**src/rtl/cnt_pkg.sv**
```systemverilog
package cnt_pkg;
  typedef enum logic {
    SRC_OWN  = 1'b0,
    SRC_LINK = 1'b1
  } hi_src_e;

  localparam int unsigned MIN_SYNC = 2;
endpackage

```
**src/rtl/cnt_reset_sync.sv**
```systemverilog
module cnt_reset_sync #(
  parameter int unsigned STAGES = 2
) (
  input  logic clk,
  input  logic rst_n,
  output logic rst_q
);
  logic [STAGES-1:0] sh_q;
  logic [STAGES-1:0] sh_d;

  always_comb begin
    sh_d = {sh_q[STAGES-2:0], 1'b1};
  end

  always_ff @(posedge clk or negedge rst_n) begin
    if (!rst_n) sh_q <= '0;
    else        sh_q <= sh_d;
  end

  assign rst_q = sh_q[STAGES-1];
endmodule

```
**src/rtl/cnt_edge_fall.sv**
```systemverilog
module cnt_edge_fall #(
  parameter int unsigned STAGES = 2
) (
  input  logic clk,
  input  logic rst_n,
  input  logic async_i,
  output logic fall_o
);
  logic [STAGES-1:0] sync_q;
  logic [STAGES-1:0] sync_d;
  logic              prev_q;
  logic              cur;

  assign cur = sync_q[STAGES-1];

  always_comb begin
    sync_d = {sync_q[STAGES-2:0], async_i};
  end

  always_ff @(posedge clk or negedge rst_n) begin
    if (!rst_n) begin
      sync_q <= '0;
      prev_q <= 1'b0;
    end else begin
      sync_q <= sync_d;
      prev_q <= cur;
    end
  end

  assign fall_o = prev_q & ~cur;

  // one pulse per falling edge
  AST_FALL_SINGLE: assert property (@(posedge clk) disable iff (!rst_n)
    fall_o |=> !fall_o);
endmodule

```
**src/rtl/cnt_toggle_chain.sv**
```systemverilog
module cnt_toggle_chain #(
  parameter int unsigned STAGES = 3
) (
  input  logic              clk,
  input  logic              rst_n,
  input  logic              tick_i,
  input  logic              clr_i,
  output logic [STAGES-1:0] q_o,
  output logic              carry_o
);
  logic [STAGES:0]   trig;
  logic [STAGES-1:0] q_q;
  logic [STAGES-1:0] q_d;

  assign trig[0] = tick_i;

  for (genvar i = 0; i < STAGES; i++) begin : g_stage
    // a stage's falling output clocks the next stage
    assign trig[i+1] = trig[i] & q_q[i];
  end

  always_comb begin
    if (clr_i) q_d = '0;
    else       q_d = q_q ^ trig[STAGES-1:0];
  end

  always_ff @(posedge clk or negedge rst_n) begin
    if (!rst_n) q_q <= '0;
    else        q_q <= q_d;
  end

  assign q_o     = q_q;
  assign carry_o = trig[STAGES];

  AST_FIRST_TOGGLES: assert property (@(posedge clk) disable iff (!rst_n)
    (tick_i && !clr_i) |=> (q_q[0] != $past(q_q[0])));
  AST_IDLE_HOLDS: assert property (@(posedge clk) disable iff (!rst_n)
    (!tick_i && !clr_i) |=> $stable(q_q));
  AST_CLR_EMPTIES: assert property (@(posedge clk) disable iff (!rst_n)
    clr_i |=> (q_q == '0));
endmodule

```
**src/rtl/split_ripple_counter.sv**
```systemverilog
module split_ripple_counter
  import cnt_pkg::*;
#(
  parameter int unsigned LO_STAGES  = 1,
  parameter int unsigned HI_STAGES  = 3,
  parameter int unsigned SYNC_DEPTH = MIN_SYNC,
  parameter bit          FB_EN      = 1'b0,
  parameter int unsigned FB_BIT_X   = 0,
  parameter int unsigned FB_BIT_Y   = 3
) (
  input  logic                           clk,
  input  logic                           rst_n,
  input  logic                           cnt_a_i,
  input  logic                           cnt_b_i,
  input  logic                           link_i,
  input  logic                           mclr_x_i,
  input  logic                           mclr_y_i,
  output logic [LO_STAGES+HI_STAGES-1:0] count_o
);
  localparam int unsigned W = LO_STAGES + HI_STAGES;

  logic                 rst_q;
  logic                 fall_a;
  logic                 fall_b;
  logic                 lo_carry;
  logic                 hi_carry;
  logic                 hi_tick;
  logic                 clr_x;
  logic                 clr_y;
  logic                 clr_hit;
  hi_src_e              hi_src;
  logic [LO_STAGES-1:0] lo_q;
  logic [HI_STAGES-1:0] hi_q;
  logic [W-1:0]         cnt_q;

  cnt_reset_sync #(.STAGES(SYNC_DEPTH)) u_rst (
    .clk(clk), .rst_n(rst_n), .rst_q(rst_q)
  );

  cnt_edge_fall #(.STAGES(SYNC_DEPTH)) u_fall_a (
    .clk(clk), .rst_n(rst_q), .async_i(cnt_a_i), .fall_o(fall_a)
  );

  cnt_edge_fall #(.STAGES(SYNC_DEPTH)) u_fall_b (
    .clk(clk), .rst_n(rst_q), .async_i(cnt_b_i), .fall_o(fall_b)
  );

  assign cnt_q = {hi_q, lo_q};

  if (FB_EN) begin : g_fb
    assign clr_x = cnt_q[FB_BIT_X];
    assign clr_y = cnt_q[FB_BIT_Y];
  end else begin : g_port
    assign clr_x = mclr_x_i;
    assign clr_y = mclr_y_i;
  end

  assign clr_hit = clr_x & clr_y;
  assign hi_src  = link_i ? SRC_LINK : SRC_OWN;

  always_comb begin
    case (hi_src)
      SRC_LINK: hi_tick = lo_carry;
      default:  hi_tick = fall_b;
    endcase
  end

  cnt_toggle_chain #(.STAGES(LO_STAGES)) u_lo (
    .clk(clk), .rst_n(rst_q), .tick_i(fall_a), .clr_i(clr_hit),
    .q_o(lo_q), .carry_o(lo_carry)
  );

  cnt_toggle_chain #(.STAGES(HI_STAGES)) u_hi (
    .clk(clk), .rst_n(rst_q), .tick_i(hi_tick), .clr_i(clr_hit),
    .q_o(hi_q), .carry_o(hi_carry)
  );

  assign count_o = (clr_hit || !rst_q) ? '0 : cnt_q;

  AST_CLEAR_NEXT_ZERO: assert property (@(posedge clk) disable iff (!rst_q)
    $past(clr_hit) |-> (cnt_q == '0));
  AST_LINK_IGNORES_B: assert property (@(posedge clk) disable iff (!rst_q)
    ($past(link_i) && !$past(lo_carry) && !$past(clr_hit)) |-> $stable(hi_q));
  AST_OWN_CLOCK_B: assert property (@(posedge clk) disable iff (!rst_q)
    ($past(!link_i) && $past(fall_b) && !$past(clr_hit)) |-> (hi_q != $past(hi_q)));
  AST_WRAP_CARRY: assert property (@(posedge clk) disable iff (!rst_q)
    (hi_carry && !clr_hit) |=> (hi_q == '0));
endmodule

```
**config.mk**
```make
export PLATFORM = sky130hd
export DESIGN_NAME = split_ripple_counter
export DESIGN_NICKNAME = d
export VERILOG_FILES = /design/src/rtl/cnt_pkg.sv /design/src/rtl/cnt_reset_sync.sv /design/src/rtl/cnt_edge_fall.sv /design/src/rtl/cnt_toggle_chain.sv /design/src/rtl/split_ripple_counter.sv
export SDC_FILE = /design/constraint.sdc
export NUM_CORES = 1
export LEC_CHECK = 0
export ABC_AREA = 0
export BUFFER_PORTS_ARGS = -buffer_cell sky130_fd_sc_hd__buf_2
export CORE_MARGIN = 4
export CORE_UTILIZATION = 30
export DETAILED_ROUTE_END_ITERATION = 16
export MAX_ROUTING_LAYER = met4
export PLACE_DENSITY = 0.51
export SLEW_MARGIN = 20
export SYNTH_ARGS = -nofsm -noshare
export SYNTH_HDL_FRONTEND = slang
export SYNTH_SLANG_ARGS = --single-unit
```
**constraint.sdc**
```tcl
create_clock -name clk -period 1.7 [get_ports clk]
set_input_delay 0 -clock clk [delete_from_list [all_inputs] [get_ports clk]]
set_output_delay 0 -clock clk [all_outputs]
set_load 0.05 [all_outputs]
```
# Word level (Yosys, flattened, before mapping)

Index checks and enable logic that the tools add are counted.

Flip-flop bits (word level): 12
Input bits: 7
Output and inout port bits: 4
Word-level logic and storage cells: 24

Muxes and demuxes: 5
Bitwise operators: 10
Reductions and logical operators: 2

Operators with widths:

| cell             | number |
|---|---|
| AND 1 bit        | 6 |
| 2-to-1 mux 4 bit | 1 |
| 2-to-1 mux 1 bit | 3 |
| 2-to-1 mux 3 bit | 1 |
| XOR 3 bit        | 1 |
| NOT 1 bit        | 2 |
| zero test 1 bit  | 1 |
| logical OR 1 bit | 1 |
| XOR 1 bit        | 1 |

# Depth between registers and ports, before layout

Gate-level depths: netlist (run 1).

Word-level depth: 8
Mapped depth: 7
Gate-level depth less buffers: 7

# Cells and area by module

Synthesis (run 1) repeated with hierarchy kept, for this count alone.

Cell total of the unflattened synthesis: 30
Area, all modules: 461.7 um^2

Modules (own cells, without submodules):

| module                   | times used | cells each | area an instance (um^2) | seq. area each (um^2) |
|---|---|---|---|---|
| cnt_edge_fall            | 2          | 4          | 88.8                    | 75.1 |
| cnt_toggle_chain at u_hi | 1          | 9          | 131.4                   | 75.1 |
| cnt_reset_sync           | 1          | 3          | 53.8                    | 50.0 |
| cnt_toggle_chain at u_lo | 1          | 3          | 51.3                    | 25.0 |
| split_ripple_counter     | 1          | 7          | 47.5                    | 0.0 |

# Least setup slack after synthesis (run 1)

OpenSTA, ideal clock, no wires.

Path kind: register to register
From: reg u_fall_a.prev_q
To: reg u_hi.q_q[1] (netlist: u_hi.q_o[1])
Library setup time: 0.119 ns
Data arrival time: 1.379 ns
Data required time: 1.581 ns
Setup slack: 0.202 ns
Cell stages (with the launch flop): 7
Buffers on the path: 0
Clock period less this slack: 1.498 ns
Path through: dfrtp_1 -> nor2b_1 -> ha_1 -> a22o_1 -> ha_1 -> ha_1 -> and2_1

Word-level cells in the longest chain between the ends: 6

Ends and longest elaborated chain:

| element                | RTL line                   | text |
|---|---|---|
| from (decl)            | cnt_edge_fall.sv:11        | `logic prev_q;` |
| from (signal assigned) | cnt_edge_fall.sv:26        | `prev_q <= cur;` |
| AND 1 bit              | cnt_edge_fall.sv:30        | `assign fall_o = prev_q & ~cur;` |
| AND 1 bit              | cnt_toggle_chain.sv:19     | `assign trig[i+1] = trig[i] & q_q[i];` |
| 2-to-1 mux 1 bit       | split_ripple_counter.sv:62 | `case (hi_src)` |
| AND 1 bit              | cnt_toggle_chain.sv:19     |  |
| XOR 3 bit              | cnt_toggle_chain.sv:24     | `else q_d = q_q ^ trig[STAGES-1:0];` |
| 2-to-1 mux 3 bit       | cnt_toggle_chain.sv:23     | `if (clr_i) q_d = '0;` |
| named net u_hi.q_d[1]  | cnt_toggle_chain.sv:13     | `logic [STAGES-1:0] q_d;` |
| to (signal assigned)   | cnt_toggle_chain.sv:29     | `else q_q <= q_d;` |
| to (decl)              | cnt_toggle_chain.sv:12     | `logic [STAGES-1:0] q_q;` |

The timed path passes the listed nets, and every way through them passes these cells.

# Worst setup path after layout (run 1)

Ends and elaborated chain as after synthesis.

==> results.tsv, run 1 <==
metric	value	unit
status	finished, final reports clean	
layout cell share with drive strength beyond 1	31.25	%
Syn Inst Count	29	
initial antenna violation count	0	
Setup TNS	0	ps
Clock Tree Root	clkbuf_4	
crit path max fanout	1	
Final min period	1569	ps
post-CTS resize count	0	
GRT Overall Usage	8.538	%
Fillers	127	
highest-count cells in the layout ignoring fill and taps	dfrtp_1, buf_2, dlygate4sd3_1	
reg2reg setup slack	130	ps
clk sinks	12	
routed len/inst	10.25	um
CTS tree	built	
PwrDens	1096	nW/um^2
fmax	637.4	MHz
Rows	13	
hold crit path type	input port to async pin	
Clk Latency, worst-skew pair	270	ps
final worst-path cycle share	92.29	%
Seq cells post-synth	12	
Final Hold Violating Endpoints	0	
die height	45.60	um
RePlAce Congestion	0.7283	
DRT iter0 DRCs	1	
maximum vdd ir drop	0.0006448	V
Placed Cells	54	
CTS buffer count	3	
CTS max path bufs	2	
H-tree Lvls	1	
Max-Cap Viols	0	
Worst R2R Start	u_fall_a.prev_q	
Worst-path clk slew	80	ps
Util after Layout	43.97	%
vias after detailed routing	268	
final setup vio count	0	
commonest non-fill, non-tap cell in the layout	dfrtp_1	
vias in the first global route	302	
static leakage	0.0003114	uW
post-synth net total	39	
Worst Setup Path Type	flop to flop	
first-pass GRT wire length	1173	um
critical path required time	1860	ps
register area share after synthesis	70.80	%
Area Overhead vs Synth	36.58	%
Reg-to-Reg End	u_hi.q_o[1]	
largest net degree at the start of global routing	15	
core box area	1318	um^2
Tot Pwr	634.9	uW
Ys Warns	0	
Die W	45.60	um
critical path arrival	1720	ps
synthesized area	424.2	um^2
Initial Util	32.19	%
Worst Reg-to-Reg Cells	6	
grt ovf	0	
Die ar.	2079	um^2
setup repair after global routing missed its margin	false	
Avg Inst Size Synth	14.63	um^2
final hold slack	39.76	ps
final slew viol count	0	
antenna fix cells	0	
DR DRC count	0	
Via density	4.254	
post-route ant nets	0	
Netlist cell types	11	
I/O pin total	11	
Nets	59	
Worst setup SP type	flop	
drt total wl	646	um
Setup crit end kind	flop	
DR pass1 iterations	2	
final non-filler cell total	63	
IO buf count	10	
clk_skew	6.849	ps
## logic make-up (layout without fill, tap and decap cells)
family	Yosys count	count (layout)	share of synthesized area (%)
AOI/OAI and AO/OA	2	2	3.244
DFF	12	12	70.80
xor gates and xnor gates	1	1	2.065
buffers and inverters	0	19	0
other	1	1	0.8841
adders and majority gates	3	3	8.851
and+or+nand+nor	10	10	14.16
## state kept, by name, summed over array words and instances (netlist names)
name,cells
u_fall_b.sync_q,2
u_fall_a.sync_q,2
u_hi.q_o,3
u_lo.q_o,1
u_fall_a.prev_q,1
u_rst.sh_q,2
u_fall_b.prev_q,1
## routing by layer
| layer | GRT usage [%] | wire length, um |
|---|---|---|
| met3 | 4.348 | 53 |
| met1 | 8.750 | 264 |
| met4 | 5.263 | 0 |
| met2 | 12.81 | 328 |
| met5 | - | 0 |
## stage by stage
step	setup slack [ps]	cell area (um^2)
final	131.1	579.3
after global routing	57.89	579.3
after CTS	115.9	579.3
after detailed placement	134.1	493.0
after global placement	159.9	493.0
after floorplan	201.8	424.2
## synthesized netlist by cell type, drive strengths merged
cell   count  area share, %
nand2      1            1.5
a21oi      1            1.2
and3       4            5.9
conb       1           0.88
xnor2      1            2.1
ha         3            8.9
a22o       1            2.1
and2       3            4.4
dfrtp     12             71
nor2b      1            1.5
nor2       1           0.88
## critical path, stage by stage (launching register included)
cell and delay [ps]:
dfrtp_1 350, nor2b_1 120, ha_1 170, a22o_1 230, ha_1 190, ha_1 270
and2_1 130
## report_power, final
part / switching, uW / internal, uW
clock: 88.6 / 130
combinational: 49.1 / 37.9
sequential: 17.1 / 312
## repair_timing
item / in CTS / in global routing
hold endpoints to repair: 5 / 0
buffers inserted: 0 / 0
hold buffers: 5 / 0
## worst max path at each step
stage,from,end,slack (ps),cells after the start
detailed placement,u_fall_a.prev_q,u_hi.q_o[1],130,6
global route,u_fall_a.prev_q,u_hi.q_o[1],60,6
CTS,u_fall_a.prev_q,u_hi.q_o[1],120,6
floorplan,u_fall_a.prev_q,u_hi.q_o[1],200,6
finish,u_fall_a.prev_q,u_hi.q_o[1],130,6
global placement,u_fall_a.prev_q,u_hi.q_o[1],160,6
## final cells by class
type / instances / area, um^2 / share of cell area (%)
clock buffer: 4 / 36.28 / 6.263
multi-input combinational: 17 / 123.9 / 21.38
sequential: 12 / 300.3 / 51.84
tap: 15 / 18.77 / 3.240
timing repair buffer: 15 / 100.1 / 17.28
Power figures use the tool's default switching activity.
==> inputs of run 2 (changes only) <==
==> constraint.sdc (replaced) <==
create_clock -name clk -period 1.7 [get_ports clk]
set_input_delay 0.085 -clock clk [delete_from_list [all_inputs] [get_ports clk]]
set_output_delay 0.085 -clock clk [all_outputs]
set_load 0.05 [all_outputs]
==> run 2 against run 1 <==
Worst hold slack got worse by 16 ps. Largest cell class unchanged. Fmax down 0.43%. Critical path depth did not move. Critical endpoint unchanged. Via count shrank 2.2%. Final cell count fell by 3.2%. Non-clock buffer count fell by 1. Worst setup slack got worse by 6.8 ps. Clock-buffer cell count fell by 1. Critical path type unchanged. Wire length shrank 2.9%. Core utilization down 2.0 points. Final area is 4.5% lower. Die area unchanged.
==> results.tsv, run 2 (synthesis gave the netlist of run 1 again) <==
metric	value	unit
hold crit path type	input port to flop	
final worst-path cycle share	92.68	%
reg2reg setup slack	120	ps
clk sinks	12	
grt ovf	0	
largest net degree at the start of global routing	11	
Setup crit end kind	flop	
critical path required time	1840	ps
Die W	45.60	um
H-tree Lvls	1	
DR DRC count	0	
Final min period	1576	ps
antenna fix cells	0	
met2 wire length	312	um
vias after detailed routing	262	
drt total wl	627	um
DR pass1 iterations	1	
routed len/inst	10.28	um
Clock Tree Root	clkbuf_4	
setup repair after global routing missed its margin	false	
hpwl dp	521.6	um
met1 WL	275	um
layout cell share with drive strength beyond 1	32.61	%
vias in the first global route	242	
max reg flops	3	
clk_skew	1.687	ps
metal3 WL	39	um
highest metal used	met3	
CTS tree	built	
Final Hold Violating Endpoints	0	
core box area	1318	um^2
CP max stage cell	dfrtp_1	
initial antenna violation count	0	
RePlAce Congestion	0.6728	
I/O pin total	11	
critical path arrival	1720	ps
final slew viol count	0	
Largest stage delay, worst path	350	ps
Worst-path clk slew	60	ps
maximum vdd ir drop	0.0004314	V
status	finished, final reports clean	
post-route ant nets	0	
final setup vio count	0	
GRT Overall Usage	8.213	%
fmax	634.7	MHz
CTS buffer count	3	
area post-placement	500.5	um^2
Worst Setup Path Type	flop to flop	
commonest non-fill, non-tap cell in the layout	dfrtp_1	
Nets	58	
Clk Latency, worst-skew pair	250	ps
die height	45.60	um
Max-Cap Viols	0	
Via density	4.295	
highest-count cells in the layout ignoring fill and taps	dfrtp_1, buf_2, and3_1	
Rows	13	
DRT iter0 DRCs	0	
Area Overhead vs Synth	30.38	%
CTS max path bufs	2	
static leakage	0.0003006	uW
first-pass GRT wire length	1062	um
Setup TNS	0	ps
final hold slack	24.02	ps
crit path max fanout	1	
final instance area	553.0	um^2
Die ar.	2079	um^2
Worst setup SP type	flop	
Initial Util	32.19	%
crit path cell chain	nor2b_1 -> ha_1 -> a22o_1 -> ha_1 -> ha_1 -> and2_1	
most used cell, CP	ha_1	
PwrDens	1024	nW/um^2
IO buf count	10	
## run 2: cell types whose count changed in the layout (fill, tap and decap cells not counted)
| cell | change |
|---|---|
| clkbuf_8 | -1 |
| dlygate4sd3_1 | -2 |
| buf_4 | +1 |
## run 2: final cells by class
type,instances,area (um^2)
Fill cell,124,764.5
Sequential cell,12,300.3
Multi-Input combinational cell,17,123.9
Timing Repair Buffer,14,87.58
Clock buffer,3,22.52
Tap cell,15,18.77
## run 2: path summary, 6_finish.rpt
| path | start | to | cells past startpoint |
|---|---|---|---|
| worst min-delay path | mclr_y_i | u_hi.q_o[2] | 2 |
| min in group asynchronous | u_rst.sh_q[1] | u_fall_a.sync_q[0] | 0 |
| worst min register to register | u_rst.sh_q[1] | u_fall_a.sync_q[0] | 0 |
| max in group asynchronous | u_rst.sh_q[1] | u_fall_b.prev_q | 1 |
| worst max-delay path | u_fall_a.prev_q | u_hi.q_o[1] | 6 |
| worst max register to register | u_fall_a.prev_q | u_hi.q_o[1] | 6 |
## run 2: stage by stage
stage	total power, uW	std cells	setup WS [ps]	utilization, %
finish	566.2	61	124.4	41.98
global route	612.5	61	13.03	41.98
CTS	582.3	61	87.23	41.98
detailed placement	416.3	55	98.02	37.99
global placement	410.3	55	148.4	37.99
floorplan	386.8	29	201.8	-
## run 2: worst max-delay path: cells and delay by family (launching register included)
family / cells / cell delay (ps)
AOI/OAI and AO/OA: 1 / 240
DFF: 1 / 350
adders and majority gates: 3 / 630
and+or+nand+nor: 2 / 260
## run 2: what timing repair did
item / CTS / global route
resized for setup: 0 / 0
buffers inserted: 0 / 0
hold buffers: 3 / 0
endpoints found under the hold margin: 4 / 0
setup endpoints to repair: 0 / 0
## run 2: routing by layer
layer	global-route usage, %	up-vias
met1	10.30	124
li1	-	131
met4	5.263	0
met3	4.743	0
met2	9.749	7
met5	-	-
## run 2: report_power, final
group          internal [uW]  switching [uW]  leakage, uW
registers                313            15.4     0.000146
logic                   35.7            50.0     0.000141
clock network           81.3            71.2    0.0000138
total                    430             137     0.000301
==> inputs of run 3 (changes only) <==
- ABC_AREA: 0 -> default
- clock period: 1.7 -> 2 ns (I/O delays scaled with it)
==> run 3 against run 2 <==
Non-clock buffer count fell by 1. Global-route usage fell by 0.27 points. Critical path depth did not move. Die area did not move. Register-to-register slack improved by 300 ps.
==> results.tsv, run 3 (synthesis gave the netlist of run 1 again) <==
metric	value	unit
Util after Layout	42.45	%
Initial Util	32.19	%
max reg flops	3	
die height	45.60	um
CTS tree	built	
fmax	633.5	MHz
status	finished, final reports clean	
post-route ant nets	0	
setup bufs post-CTS	0	
Worst-path clk slew	70	ps
PwrDens	947.8	nW/um^2
layout cell share with drive strength beyond 1	32.61	%
final instance area	559.3	um^2
final worst-path cycle share	78.93	%
Max-Cap Viols	0	
highest-count cells in the layout ignoring fill and taps	dfrtp_1, buf_2, and3_1	
Fillers	123	
initial antenna violation count	0	
most used cell, CP	ha_1	
Final min period	1579	ps
Die W	45.60	um
Clock Tree Root	clkbuf_4	
crit path max fanout	1	
post-CTS resize count	0	
clk sinks	12	
CTS max path bufs	2	
Die ar.	2079	um^2
clk_skew	1.993	ps
area post-placement	493.0	um^2
critical path required time	2150	ps
Largest stage delay, worst path	350	ps
static leakage	0.0003030	uW
Nets	57	
final slew viol count	0	
CP max stage cell	dfrtp_1	
hold crit path type	input port to flop	
vias in the first global route	273	
Worst Setup Path Type	flop to flop	
drt total wl	603	um
Setup TNS	0	ps
commonest non-fill, non-tap cell in the layout	dfrtp_1	
critical path arrival	1730	ps
Post-CTS Hold Fix Bufs	3	
maximum vdd ir drop	0.0003434	V
Rows	13	
Final Hold Violating Endpoints	0	
Via density	4.082	
routed len/inst	9.885	um
grt ovf	0	
core box area	1318	um^2
first-pass GRT wire length	1110	um
DRT iter0 DRCs	1	
IO buf count	10	
antenna fix cells	0	
H-tree Lvls	1	
final setup vio count	0	
Area Overhead vs Synth	31.86	%
setup repair after global routing missed its margin	false	
DR DRC count	0	
Setup crit end kind	flop	
I/O pin total	11	
GRT Overall Usage	7.946	%
DR pass1 iterations	2	
crit path cell chain	nor2b_1 -> ha_1 -> a22o_1 -> ha_1 -> ha_1 -> and2_1	
largest net degree at the start of global routing	15	
RePlAce Congestion	0.7086	
CTS buffer count	3	
Worst setup SP type	flop	
Clk Latency, worst-skew pair	260	ps
vias after detailed routing	249	
==> run 3: changes by cell type in the layout (fill, tap and decap cells not counted) <==
cell,before,now
buf_4,1,0
clkbuf_8,0,1
==> run 3: worst max-delay path, delay by kind of cell (launching register included) <==
kind / cells / cell delay [ps]
AOI/OAI and AO/OA: 1 / 230
adders and majority gates: 3 / 630
DFF: 1 / 350
and+or+nand+nor: 2 / 270
==> run 3: layer usage <==
layer	GRT usage [%]	routed length, um	up-vias
li1	-	-	129
met1	9.000	242	113
met2	11.70	309	7
met3	2.767	51	0
met4	5.263	0	0
met5	-	0	-
==> run 3: metrics by stage <==
stage               instances  hold slack, ps  power, uW  setup WS (ps)
finish                     61           25.49      530.1          421.4
global route               61           17.71      560.3          306.4
CTS                        61           13.47      542.9          397.6
detailed placement         54          -113.0      351.3          410.4
global placement           54          -114.7      346.9          450.2
floorplan                  29          -195.6      328.8          501.8
==> run 3: path summary, 6_finish.rpt <==
check	cells after the start	from	to	slack [ps]
setup / recovery	6	u_fall_a.prev_q	u_hi.q_o[1]	420
hold / removal	2	mclr_x_i	u_hi.q_o[2]	30
setup reg to reg	6	u_fall_a.prev_q	u_hi.q_o[1]	420
hold reg to reg	0	u_rst.sh_q[1]	u_fall_b.sync_q[1]	170
max in group asynchronous	0	u_rst.sh_q[1]	u_fall_a.sync_q[0]	1530
min in group asynchronous	2	rst_n	u_rst.sh_q[0]	150
==> run 3: layout make-up <==
type / instances / area, um^2 / share of cell area (%)
repair buffers: 13 / 80.08 / 14.32
clock buffers: 4 / 36.28 / 6.488
multi-input cells: 17 / 123.9 / 22.15
flip-flops and latches: 12 / 300.3 / 53.69
well taps: 15 / 18.77 / 3.356
==> run 3: power breakdown <==
part           internal (uW)  switching, uW  leakage [uW]  total (uW)
registers                265           13.9      0.000146         279
clock network            110           70.0     0.0000210         180
logic                   29.5           40.9      0.000136        70.4
